### src/rtl/lsu_align_pkg.sv
package lsu_align_pkg;

  localparam logic [3:0] OP_LD_BS    = 4'd0;
  localparam logic [3:0] OP_LD_BU    = 4'd1;
  localparam logic [3:0] OP_LD_HS    = 4'd2;
  localparam logic [3:0] OP_LD_HU    = 4'd3;
  localparam logic [3:0] OP_LD_W     = 4'd4;
  localparam logic [3:0] OP_LD_LEFT  = 4'd5;
  localparam logic [3:0] OP_LD_RIGHT = 4'd6;
  localparam logic [3:0] OP_ST_B     = 4'd8;
  localparam logic [3:0] OP_ST_H     = 4'd9;
  localparam logic [3:0] OP_ST_W     = 4'd10;
  localparam logic [3:0] OP_ST_LEFT  = 4'd11;
  localparam logic [3:0] OP_ST_RIGHT = 4'd12;

  typedef enum logic [2:0] {
    K_NONE  = 3'd0,
    K_BYTE  = 3'd1,
    K_HALF  = 3'd2,
    K_WORD  = 3'd3,
    K_LEFT  = 3'd4,
    K_RIGHT = 3'd5
  } acc_kind_e;

  typedef struct packed {
    logic      is_load;
    logic      is_store;
    logic      sign_ext;
    acc_kind_e kind;
  } acc_dec_t;

  function automatic acc_dec_t acc_decode(input logic [3:0] op);
    acc_dec_t d;
    d.is_load  = 1'b0;
    d.is_store = 1'b0;
    d.sign_ext = 1'b0;
    d.kind     = K_NONE;
    case (op)
      OP_LD_BS:    begin d.is_load = 1'b1; d.sign_ext = 1'b1; d.kind = K_BYTE;  end
      OP_LD_BU:    begin d.is_load = 1'b1;                    d.kind = K_BYTE;  end
      OP_LD_HS:    begin d.is_load = 1'b1; d.sign_ext = 1'b1; d.kind = K_HALF;  end
      OP_LD_HU:    begin d.is_load = 1'b1;                    d.kind = K_HALF;  end
      OP_LD_W:     begin d.is_load = 1'b1;                    d.kind = K_WORD;  end
      OP_LD_LEFT:  begin d.is_load = 1'b1;                    d.kind = K_LEFT;  end
      OP_LD_RIGHT: begin d.is_load = 1'b1;                    d.kind = K_RIGHT; end
      OP_ST_B:     begin d.is_store = 1'b1;                   d.kind = K_BYTE;  end
      OP_ST_H:     begin d.is_store = 1'b1;                   d.kind = K_HALF;  end
      OP_ST_W:     begin d.is_store = 1'b1;                   d.kind = K_WORD;  end
      OP_ST_LEFT:  begin d.is_store = 1'b1;                   d.kind = K_LEFT;  end
      OP_ST_RIGHT: begin d.is_store = 1'b1;                   d.kind = K_RIGHT; end
      default:     d.kind = K_NONE;
    endcase
    return d;
  endfunction

endpackage

### src/rtl/lsu_lane_map.sv
// Maps the byte offset and byte order onto physical lanes and decides
// misalignment. Word significance i always lives in lane i, so only the
// position of a narrow item depends on the byte order.
module lsu_lane_map
  import lsu_align_pkg::*;
#(
  parameter int NB    = 4,
  parameter int OFF_W = $clog2(NB)
) (
  input  logic             valid,
  input  acc_dec_t         dec,
  input  logic [OFF_W-1:0] addr,
  input  logic             big_endian,
  output logic [OFF_W-1:0] byte_lane,
  output logic [OFF_W-1:0] half_lane,
  output logic [OFF_W-1:0] inv_lane,
  output logic             misalign
);

  localparam logic [OFF_W-1:0] TOP_LANE  = OFF_W'(NB - 1);
  localparam logic [OFF_W-1:0] HALF_BASE = OFF_W'(NB - 2);

  always_comb begin
    byte_lane = big_endian ? (TOP_LANE - addr) : addr;
    half_lane = big_endian ? (HALF_BASE - addr) : addr;
    inv_lane  = TOP_LANE - byte_lane;
  end

  always_comb begin
    misalign = 1'b0;
    if (valid && (dec.is_load || dec.is_store)) begin
      case (dec.kind)
        K_HALF:  misalign = addr[0];
        K_WORD:  misalign = (addr != '0);
        default: misalign = 1'b0;
      endcase
    end
  end

endmodule

### src/rtl/lsu_load_path.sv
// Load side: extracts and extends narrow items and merges partial words
// into the old register value.
module lsu_load_path
  import lsu_align_pkg::*;
#(
  parameter int DATA_W = 32,
  parameter int NB     = DATA_W / 8,
  parameter int OFF_W  = $clog2(NB)
) (
  input  acc_kind_e         kind,
  input  logic              sign_ext,
  input  logic [OFF_W-1:0]  byte_lane,
  input  logic [OFF_W-1:0]  half_lane,
  input  logic [OFF_W-1:0]  inv_lane,
  input  logic [DATA_W-1:0] rdata,
  input  logic [DATA_W-1:0] old_reg,
  output logic [DATA_W-1:0] result
);

  logic [7:0]        byte_v;
  logic [15:0]       half_v;
  logic [DATA_W-1:0] left_sh;
  logic [DATA_W-1:0] right_sh;
  logic [DATA_W-1:0] left_mrg;
  logic [DATA_W-1:0] right_mrg;
  logic [NB-1:0]     left_take;
  logic [NB-1:0]     right_take;

  always_comb begin
    byte_v   = rdata[{byte_lane, 3'b000} +: 8];
    half_v   = rdata[{half_lane, 3'b000} +: 16];
    left_sh  = rdata << {inv_lane, 3'b000};
    right_sh = rdata >> {byte_lane, 3'b000};
  end

  // Per-byte choice between shifted memory data and the old register byte.
  for (genvar j = 0; j < NB; j++) begin : g_merge
    assign left_take[j]  = (OFF_W'(j) >= inv_lane);
    assign right_take[j] = (OFF_W'(j) <= inv_lane);
    assign left_mrg[8*j +: 8]  = left_take[j]  ? left_sh[8*j +: 8]  : old_reg[8*j +: 8];
    assign right_mrg[8*j +: 8] = right_take[j] ? right_sh[8*j +: 8] : old_reg[8*j +: 8];
  end

  always_comb begin
    case (kind)
      K_BYTE:  result = {{(DATA_W-8){sign_ext & byte_v[7]}}, byte_v};
      K_HALF:  result = {{(DATA_W-16){sign_ext & half_v[15]}}, half_v};
      K_WORD:  result = rdata;
      K_LEFT:  result = left_mrg;
      K_RIGHT: result = right_mrg;
      default: result = '0;
    endcase
  end

endmodule

### src/rtl/lsu_store_path.sv
// Store side: lane replication, shifting and byte enables.
module lsu_store_path
  import lsu_align_pkg::*;
#(
  parameter int DATA_W = 32,
  parameter int NB     = DATA_W / 8,
  parameter int OFF_W  = $clog2(NB)
) (
  input  logic              active,
  input  acc_kind_e         kind,
  input  logic [OFF_W-1:0]  byte_lane,
  input  logic [OFF_W-1:0]  half_lane,
  input  logic [OFF_W-1:0]  inv_lane,
  input  logic [DATA_W-1:0] st_data,
  output logic [NB-1:0]     be,
  output logic [DATA_W-1:0] wdata
);

  localparam int NH = NB / 2;

  logic [DATA_W-1:0] rep_byte;
  logic [DATA_W-1:0] rep_half;
  logic [NB-1:0]     left_en;
  logic [NB-1:0]     right_en;

  for (genvar j = 0; j < NB; j++) begin : g_rep_b
    assign rep_byte[8*j +: 8] = st_data[7:0];
    assign left_en[j]  = (OFF_W'(j) <= byte_lane);
    assign right_en[j] = (OFF_W'(j) >= byte_lane);
  end

  for (genvar h = 0; h < NH; h++) begin : g_rep_h
    assign rep_half[16*h +: 16] = st_data[15:0];
  end

  always_comb begin
    be    = '0;
    wdata = '0;
    if (active) begin
      case (kind)
        K_BYTE: begin
          be    = NB'(1) << byte_lane;
          wdata = rep_byte;
        end
        K_HALF: begin
          be    = NB'(3) << half_lane;
          wdata = rep_half;
        end
        K_WORD: begin
          be    = '1;
          wdata = st_data;
        end
        K_LEFT: begin
          be    = left_en;
          wdata = st_data >> {inv_lane, 3'b000};
        end
        K_RIGHT: begin
          be    = right_en;
          wdata = st_data << {byte_lane, 3'b000};
        end
        default: begin
          be    = '0;
          wdata = '0;
        end
      endcase
    end
  end

endmodule

### src/rtl/lsu_align.sv
module lsu_align
  import lsu_align_pkg::*;
#(
  parameter int DATA_W = 32,
  parameter int NB     = DATA_W / 8,
  parameter int OFF_W  = $clog2(NB)
) (
  input  logic              clk,
  input  logic              rst,
  input  logic              req_valid,
  input  logic [3:0]        req_op,
  input  logic [OFF_W-1:0]  req_addr,
  input  logic              big_endian,
  input  logic [DATA_W-1:0] st_data,
  input  logic [DATA_W-1:0] old_reg,
  input  logic [DATA_W-1:0] mem_rdata,
  output logic [NB-1:0]     mem_be,
  output logic [DATA_W-1:0] mem_wdata,
  output logic              misalign,
  output logic              ld_valid,
  output logic [DATA_W-1:0] ld_data
);

  acc_dec_t          dec;
  logic [OFF_W-1:0]  byte_lane;
  logic [OFF_W-1:0]  half_lane;
  logic [OFF_W-1:0]  inv_lane;
  logic [DATA_W-1:0] load_res;
  logic              st_active;
  logic              ld_accept;

  assign dec = acc_decode(req_op);

  lsu_lane_map #(.NB(NB), .OFF_W(OFF_W)) u_lane_map (
    .valid      (req_valid),
    .dec        (dec),
    .addr       (req_addr),
    .big_endian (big_endian),
    .byte_lane  (byte_lane),
    .half_lane  (half_lane),
    .inv_lane   (inv_lane),
    .misalign   (misalign)
  );

  lsu_load_path #(.DATA_W(DATA_W), .NB(NB), .OFF_W(OFF_W)) u_load_path (
    .kind      (dec.kind),
    .sign_ext  (dec.sign_ext),
    .byte_lane (byte_lane),
    .half_lane (half_lane),
    .inv_lane  (inv_lane),
    .rdata     (mem_rdata),
    .old_reg   (old_reg),
    .result    (load_res)
  );

  assign st_active = req_valid & dec.is_store & ~misalign;
  assign ld_accept = req_valid & dec.is_load & ~misalign;

  lsu_store_path #(.DATA_W(DATA_W), .NB(NB), .OFF_W(OFF_W)) u_store_path (
    .active    (st_active),
    .kind      (dec.kind),
    .byte_lane (byte_lane),
    .half_lane (half_lane),
    .inv_lane  (inv_lane),
    .st_data   (st_data),
    .be        (mem_be),
    .wdata     (mem_wdata)
  );

  always_ff @(posedge clk) begin
    if (rst) begin
      ld_valid <= 1'b0;
      ld_data  <= '0;
    end else begin
      ld_valid <= ld_accept;
      if (ld_accept) ld_data <= load_res;
    end
  end

  // an accepted load yields a valid result on the next cycle
  p_ld_valid_next_r1: assert property (@(posedge clk) disable iff (rst)
    (req_valid && dec.is_load && !misalign) |=> ld_valid);

  // a flagged access writes nothing and returns nothing
  p_misalign_no_be_r4: assert property (@(posedge clk) disable iff (rst)
    misalign |-> (mem_be == '0));
  p_misalign_no_result_r4: assert property (@(posedge clk) disable iff (rst)
    misalign |=> !ld_valid);

  // unsigned byte load leaves upper bits clear
  p_byte_zero_ext_r2: assert property (@(posedge clk) disable iff (rst)
    (ld_valid && $past(req_op) == OP_LD_BU) |-> (ld_data[DATA_W-1:8] == '0));

  // a byte store touches exactly one lane
  p_byte_store_one_lane_r7: assert property (@(posedge clk) disable iff (rst)
    (req_valid && req_op == OP_ST_B) |-> ($countones(mem_be) == 1));

  // a halfword store is one access with two neighbouring lanes
  p_half_store_pair_r8: assert property (@(posedge clk) disable iff (rst)
    (req_valid && req_op == OP_ST_H && !misalign) |->
      ($countones(mem_be) == 2 && (mem_be & (mem_be >> 1)) != '0));

  // loads never drive byte enables, stores never produce a result
  p_load_no_be_r11: assert property (@(posedge clk) disable iff (rst)
    dec.is_load |-> (mem_be == '0));
  p_store_no_result_r11: assert property (@(posedge clk) disable iff (rst)
    (req_valid && dec.is_store) |=> !ld_valid);

endmodule

### config.mk
export PLATFORM = sky130hd
export DESIGN_NAME = lsu_align
export DESIGN_NICKNAME = d
export VERILOG_FILES = /design/src/rtl/lsu_align_pkg.sv /design/src/rtl/lsu_lane_map.sv /design/src/rtl/lsu_load_path.sv /design/src/rtl/lsu_store_path.sv /design/src/rtl/lsu_align.sv
export SDC_FILE = /design/constraint.sdc
export NUM_CORES = 1
export LEC_CHECK = 0
export CAP_MARGIN = 40
export CORE_MARGIN = 2
export CORE_UTILIZATION = 50
export CTS_BUF_LIST = sky130_fd_sc_hd__clkbuf_8
export CTS_CLUSTER_DIAMETER = 100
export DETAILED_ROUTE_END_ITERATION = 6
export HOLD_SLACK_MARGIN = 0.05
export PLACE_DENSITY = 0.95
export SYNTH_ARGS = -nofsm -noshare
export SYNTH_HDL_FRONTEND = slang
export SYNTH_SLANG_ARGS = --single-unit
### constraint.sdc
create_clock -name clk -period 9.4 [get_ports clk]
set_input_delay 1.88 -clock clk [delete_from_list [all_inputs] [get_ports clk]]
set_output_delay 1.88 -clock clk [all_outputs]
set_load 0.01 [all_outputs]
==> results of run 1 <==
==> kinds of logic after synthesis <==
group	Yosys count	synth area share
and+or+nand+nor	198	0.178
AOI/OAI and AO/OA	286	0.417
muxes	56	0.169
buffers and inverters	74	0.0796
adders and majority gates	2	0.00512
xor gates and xnor gates	6	0.0161
DFF	33	0.135
==> power by group through the flow <==
stage                     Clock, W  Combinational (W)  Sequential (W)
after global routing      0.000113           0.000355        0.000157
after CTS                 0.000108           0.000325        0.000156
after detailed placement         0           0.000323        0.000159
final                     0.000111           0.000335        0.000156
after global placement           0           0.000314        0.000158
after floorplan                  0           0.000185        0.000163
==> per-stage QoR <==
stage                     utilization  hold WS (ps)  worst slack [ps]
after CTS                       0.695           504              2000
after global routing            0.695           524              1670
final                           0.695           501              1900
after detailed placement        0.686           494              2040
after global placement          0.682           485              1880
after floorplan                     -           518              3760
==> metal layers <==
layer	wire, um	part of all wire	vias to the layer above	global-route usage
met5	16	0.00077	-	0
met4	1070	0.051	2	0.202
met3	2990	0.14	134	0.0956
met2	9230	0.44	662	0.615
met1	7460	0.36	2960	0.464
li1	-	-	2856	-
==> synthesized netlist by cell type (20+ instances only) <==
cell type | count | area, um^2
a21oi_1 | 70 | 350
mux2i_1 | 25 | 250
clkbuf_1 | 21 | 78.8
nand2_1 | 67 | 251
dfxtp_1 | 33 | 661
a221oi_1 | 20 | 175
o21ai_0 | 35 | 175
a311oi_1 | 27 | 236
o22ai_1 | 20 | 125
a22oi_1 | 21 | 158
buf_2 | 20 | 100
nor2_1 | 88 | 330
==> final cells by class <==
type | instances | area [um^2]
Inverter | 11 | 41.3
Clock buffer | 5 | 68.8
Timing Repair Buffer | 191 | 1880
Multi-Input combinational cell | 548 | 3860
Tap cell | 133 | 166
Clock inverter | 3 | 17.5
Fill cell | 838 | 2940
Sequential cell | 33 | 661
==> worst register-to-register path, stage by stage (launching register included) <==
cell and delay [ps]:
dfxtp_1 350, nor2_1 80, a311oi_1 310
==> worst min path at each step <==
stage,depth (start not counted),endpoint,slack (ps),start
6_report,2,ld_data[31],500,ld_data[31]
5_1_grt,2,ld_data[0],520,ld_data[0]
4_1_cts,2,ld_data[25],500,ld_data[25]
3_5_place_dp,2,ld_data[25],490,ld_data[25]
3_3_place_gp,2,ld_data[29],480,ld_data[29]
2_1_floorplan,2,ld_data[10],520,ld_data[10]
==> state kept, by name, summed over array words and instances, names as in the netlist <==
signal and count:
ld_valid 1, ld_data 32
==> results by group, run 1 <==
Detailed routing
  – Antenna Nets Post-Route: 0
  – Drt first pass iters: 7
  – Via count: 6614
  – Post-DR vias/cell: 7.16
  – Avg WL per Cell: 22.5 um
  – DR DRC count: 5
  – Final Routed Wirelength: 20800 um
  – Initial DRC count: 884

Layout
  – Nets: 898
  – Commonest non-fill, non-tap cell in the layout: clkdlybuf4s50_1
  – Antenna diodes: 0
  – Commonest cells after routing, fill and taps aside: 174 x clkdlybuf4s50_1, 88 x nor2_1, 70 x a21oi_1, 67 x nand2_1, 35 x o21ai_0
  – Final instance area: 6700 um^2
  – Layout Cells excl Fill: 924
  – Layout area overhead: 37.1%
  – Share of cells above drive strength 1: 0.0961

Yosys
  – Syn. warnings: 0
  – Asr flop ratio synth: 0
  – Seq/Total Area, Yosys: 0.135
  – Netlist Area Pre-Place: 4890 um^2
  – Ys flop type: dfxtp_1
  – Post-Syn Nets: 763
  – Post-synth EDFFs: 0
  – Synth cell types: 70
  – Cells after synthesis: 655
  – FF+latch count, synth: 33
  – Mean Syn Cell Area: 7.46 um^2

Power
  – Power Total: 0.000602 W
  – Net Sw Frac: 0.411
  – Internal: 0.000355 W
  – Leakage Power: 2.25 nW
  – Clock power share: 0.185
  – Net Sw Power: 0.000248 W
  – Pwr per Cell Area: 89.9 nW/um^2
  – Peak supply drop: 0.0551 mV
  – Comb pwr share: 0.556
  – Reg power frac: 0.259

Clocking
  – Sink Count: 33
  – # Post-CTS Setup Buffers: 0
  – Post-CTS Hold Buffers: 0
  – Max clock buf depth: 2
  – Root buffer cell: clkbuf_8
  – Clock transition at the registers of the reported paths: 70 ps
  – H-tree Lvls: 2
  – Post-CTS sizing: 0
  – TritonCTS Buffers: 5
  – TritonCTS clock tree: done
  – Clk_lat worst skew: 290 ps

Global route
  – Number of global-route vias before repair: 6276
  – Initial antenna violation count: 1
  – GRT Resource Usage Total: 0.379
  – Largest net degree at the start of global routing: 45
  – First-pass GRT wire length: 31700 um
  – Total grt overflow: 0

STA
  – Max-slew headroom: 0.404
  – Final Hold Fails: 0
  – Highest Clock Rate: 133 MHz
  – Layout Skew: 0 ps
  – # setup viols final: 0
  – Minimum clock period: 7500 ps
  – Worst-Margin Slew: 891 ps
  – Max Slew Vio Count: 0
  – Final Cycle Share: 0.797
  – Fin Setup TNS: 0 ps
  – RSZ-0062 raised after global routing: no

Placed design
  – Cell Area, Placed: 6610 um^2
  – Port buffer count: 175
  – Placer Congestion: 1.00
  – Dpl cells: 916
  – Hpwl dp: 14700 um

Floorplanning
  – Die ar.: 10600 um^2
  – Initial Util: 0.507
  – I/O pins: 176
  – Core Area: 9640 um^2
  – Die Y: 103 um
  – Site row count: 36
  – Die X-Extent: 103 um

Worst setup path
  – CP max stage delay: 990 ps
  – Crit. End Element: primary output
  – Setup CP Type: in -> out
  – CP top delay family: buffers and inverters
  – CP bufs+invs: 2
  – Worst reg2reg path startpoint: ld_data[15]
  – Crit path cell chain: clkdlybuf4s50_1 > nor2_1 > a22oi_1 > nand3_1 > nor2_1 > a22o_1 > clkdlybuf4s50_1
  – Worst setup path endpoint: mem_wdata[6]
  – CP startpoint: req_op[1]
  – CP Max Fanout: 24
  – R2r setup slk: 8560 ps
  – Worst r2r dst: ld_data[15]
  – WP data required: 7520 ps
  – FF-to-FF path depth: 2
  – Slowest stage cell, crit path: clkdlybuf4s50_1
  – CP Depth: 7
  – Startpoint class of the critical path: input pin
  – Data arrival, critical path: 5620 ps

Run status
  – Failing checks: DRC
  – Run status: finished with violations

Min path
  – Worst min path class: reg -> reg

Job
  – Max-cap violation count: 0
Power figures use the tool's default switching activity.
==> inputs of run 2 (changes only) <==
Settings changed: CORE_UTILIZATION 50 to 47.
Clock period 9.4 ns to 7.57 ns, I/O delays scaled along.
==> results by group, run 2 (same netlist as run 1, synthesis figures left out) <==
Power
  – Leakage Power: 2.26 nW
  – Power Total: 0.000745 W
  – Pwr per Cell Area: 111 nW/um^2
  – Peak supply drop: 0.0727 mV

Layout
  – Antenna diodes: 0
  – Final Util: 0.656
  – Commonest cells after routing, fill and taps aside: 174 x clkdlybuf4s50_1, 88 x nor2_1, 70 x a21oi_1, 67 x nand2_1, 35 x o21ai_0
  – Layout area overhead: 37.3%
  – Largest register by flop count: ld_data
  – Largest register FFs: 32
  – Fillers: 861
  – Nets: 902
  – Commonest non-fill, non-tap cell in the layout: clkdlybuf4s50_1
  – Share of cells above drive strength 1: 0.101
  – Top Registers: ld_data: 32 flops, ld_valid: 1 flops

Global route
  – Met3 usage: 0.0969
  – Grt met2 use: 0.540
  – Number of global-route vias before repair: 6112
  – Most used routing layer in global routing: met2
  – Total grt overflow: 0
  – Initial antenna violation count: 0
  – Largest net degree at the start of global routing: 45
  – First-pass GRT wire length: 31700 um
  – GRT Resource Usage Total: 0.347
  – Routing usage on met1: 0.444

Run status
  – Run status: finished, final reports clean

Placed design
  – Port buffer count: 175
  – Hpwl dp: 14500 um
  – Placer Congestion: 1.01
  – Place WS: 1130 ps

Clocking
  – Post-CTS sizing: 0
  – TritonCTS Buffers: 5
  – Clock transition at the registers of the reported paths: 70 ps
  – Clk_lat worst skew: 290 ps
  – H-tree Lvls: 2
  – TritonCTS clock tree: done
  – Max clock buf depth: 2
  – Sink Count: 33
  – Root buffer cell: clkbuf_8
  – # Post-CTS Setup Buffers: 0
  – Post-CTS Hold Buffers: 0

Worst setup path
  – Crit. End Element: primary output
  – CP Max Fanout: 19
  – WP data required: 6060 ps
  – Data arrival, critical path: 5030 ps
  – Setup CP Type: in -> out
  – Startpoint class of the critical path: input pin

Detailed routing
  – Antenna Nets Post-Route: 0
  – Avg WL per Cell: 21.7 um
  – Final Routed Wirelength: 20200 um
  – Via count: 6551
  – Initial DRC count: 955
  – Post-DR vias/cell: 7.04
  – DR DRC count: 0
  – Drt first pass iters: 7

STA
  – # setup viols final: 0
  – Minimum clock period: 6540 ps
  – Fin Setup TNS: 0 ps
  – Worst Setup Slack, final: 1030 ps
  – Max Slew Vio Count: 0
  – Final Hold Fails: 0
  – Worst-Margin Slew: 952 ps
  – Highest Clock Rate: 153 MHz
  – Max-slew headroom: 0.361
  – RSZ-0062 raised after global routing: no
  – Final Cycle Share: 0.864
  – Layout Skew: 0 ps

Floorplanning
  – I/O pins: 176
  – Die X-Extent: 106 um
  – Core Area: 10200 um^2
  – Site row count: 37
  – Die Y: 106 um
  – Initial Util: 0.478
  – Die ar.: 11200 um^2

Min path
  – Worst min path class: reg -> reg

Job
  – Max-cap violation count: 0
## run 2: changes by cell type in the layout (fill, tap and decap cells not counted)
cell / change
buf_4: +6
buf_8: -2
xnor2_4: -1
xnor2_2: +1
## run 2: report_power, final
part | switching, W | internal [W] | leakage, nW
sequential | 0.00000712 | 0.000186 | 0.271
combinational | 0.000222 | 0.000191 | 1.95
clock | 0.0000747 | 0.0000636 | 0.0439
total | 0.000304 | 0.000441 | 2.26
## run 2: final cells by class
type / count / area, um^2 / area share
clock inverters: 3 / 17.5 / 0.00261
multi-input cells: 548 / 3850 / 0.574
inverters: 11 / 41.3 / 0.00616
well taps: 136 / 170 / 0.0254
repair buffers: 195 / 1900 / 0.283
flip-flops and latches: 33 / 661 / 0.0985
clock buffers: 5 / 68.8 / 0.0103
## run 2: layer usage
metal,wire (um),vias to the layer above
met5,0,-
met4,898,0
met3,3100,117
met2,8920,653
met1,7250,2911
li1,-,2870
## run 2: critical path, cell delays in order
cell and delay [ps]:
clkdlybuf4s50_1 720, buf_4 330, nand3b_1 190, o21ai_1 210, nand2_1 430, nor2_1 700, a221oi_1 160, a21oi_1 190
clkdlybuf4s50_1 560
## run 2: path summary, 6_finish.rpt
path,slack [ps],from,depth (start not counted),endpoint
worst max-delay path,1030,req_op[2],9,mem_wdata[16]
worst min-delay path,500,ld_data[7],2,ld_data[7]
worst max register to register,6740,ld_data[10],2,ld_data[10]
worst min register to register,500,ld_data[7],2,ld_data[7]
## run 2: per-stage QoR
stage / hold slack (ps) / cell area [um^2] / instances
5_1_grt: 523 / 6710 / 931
3_5_place_dp: 491 / 6620 / 923
6_report: 501 / 6710 / 931
4_1_cts: 501 / 6710 / 931
3_3_place_gp: 489 / 6620 / 923
2_1_floorplan: 518 / 4890 / 655
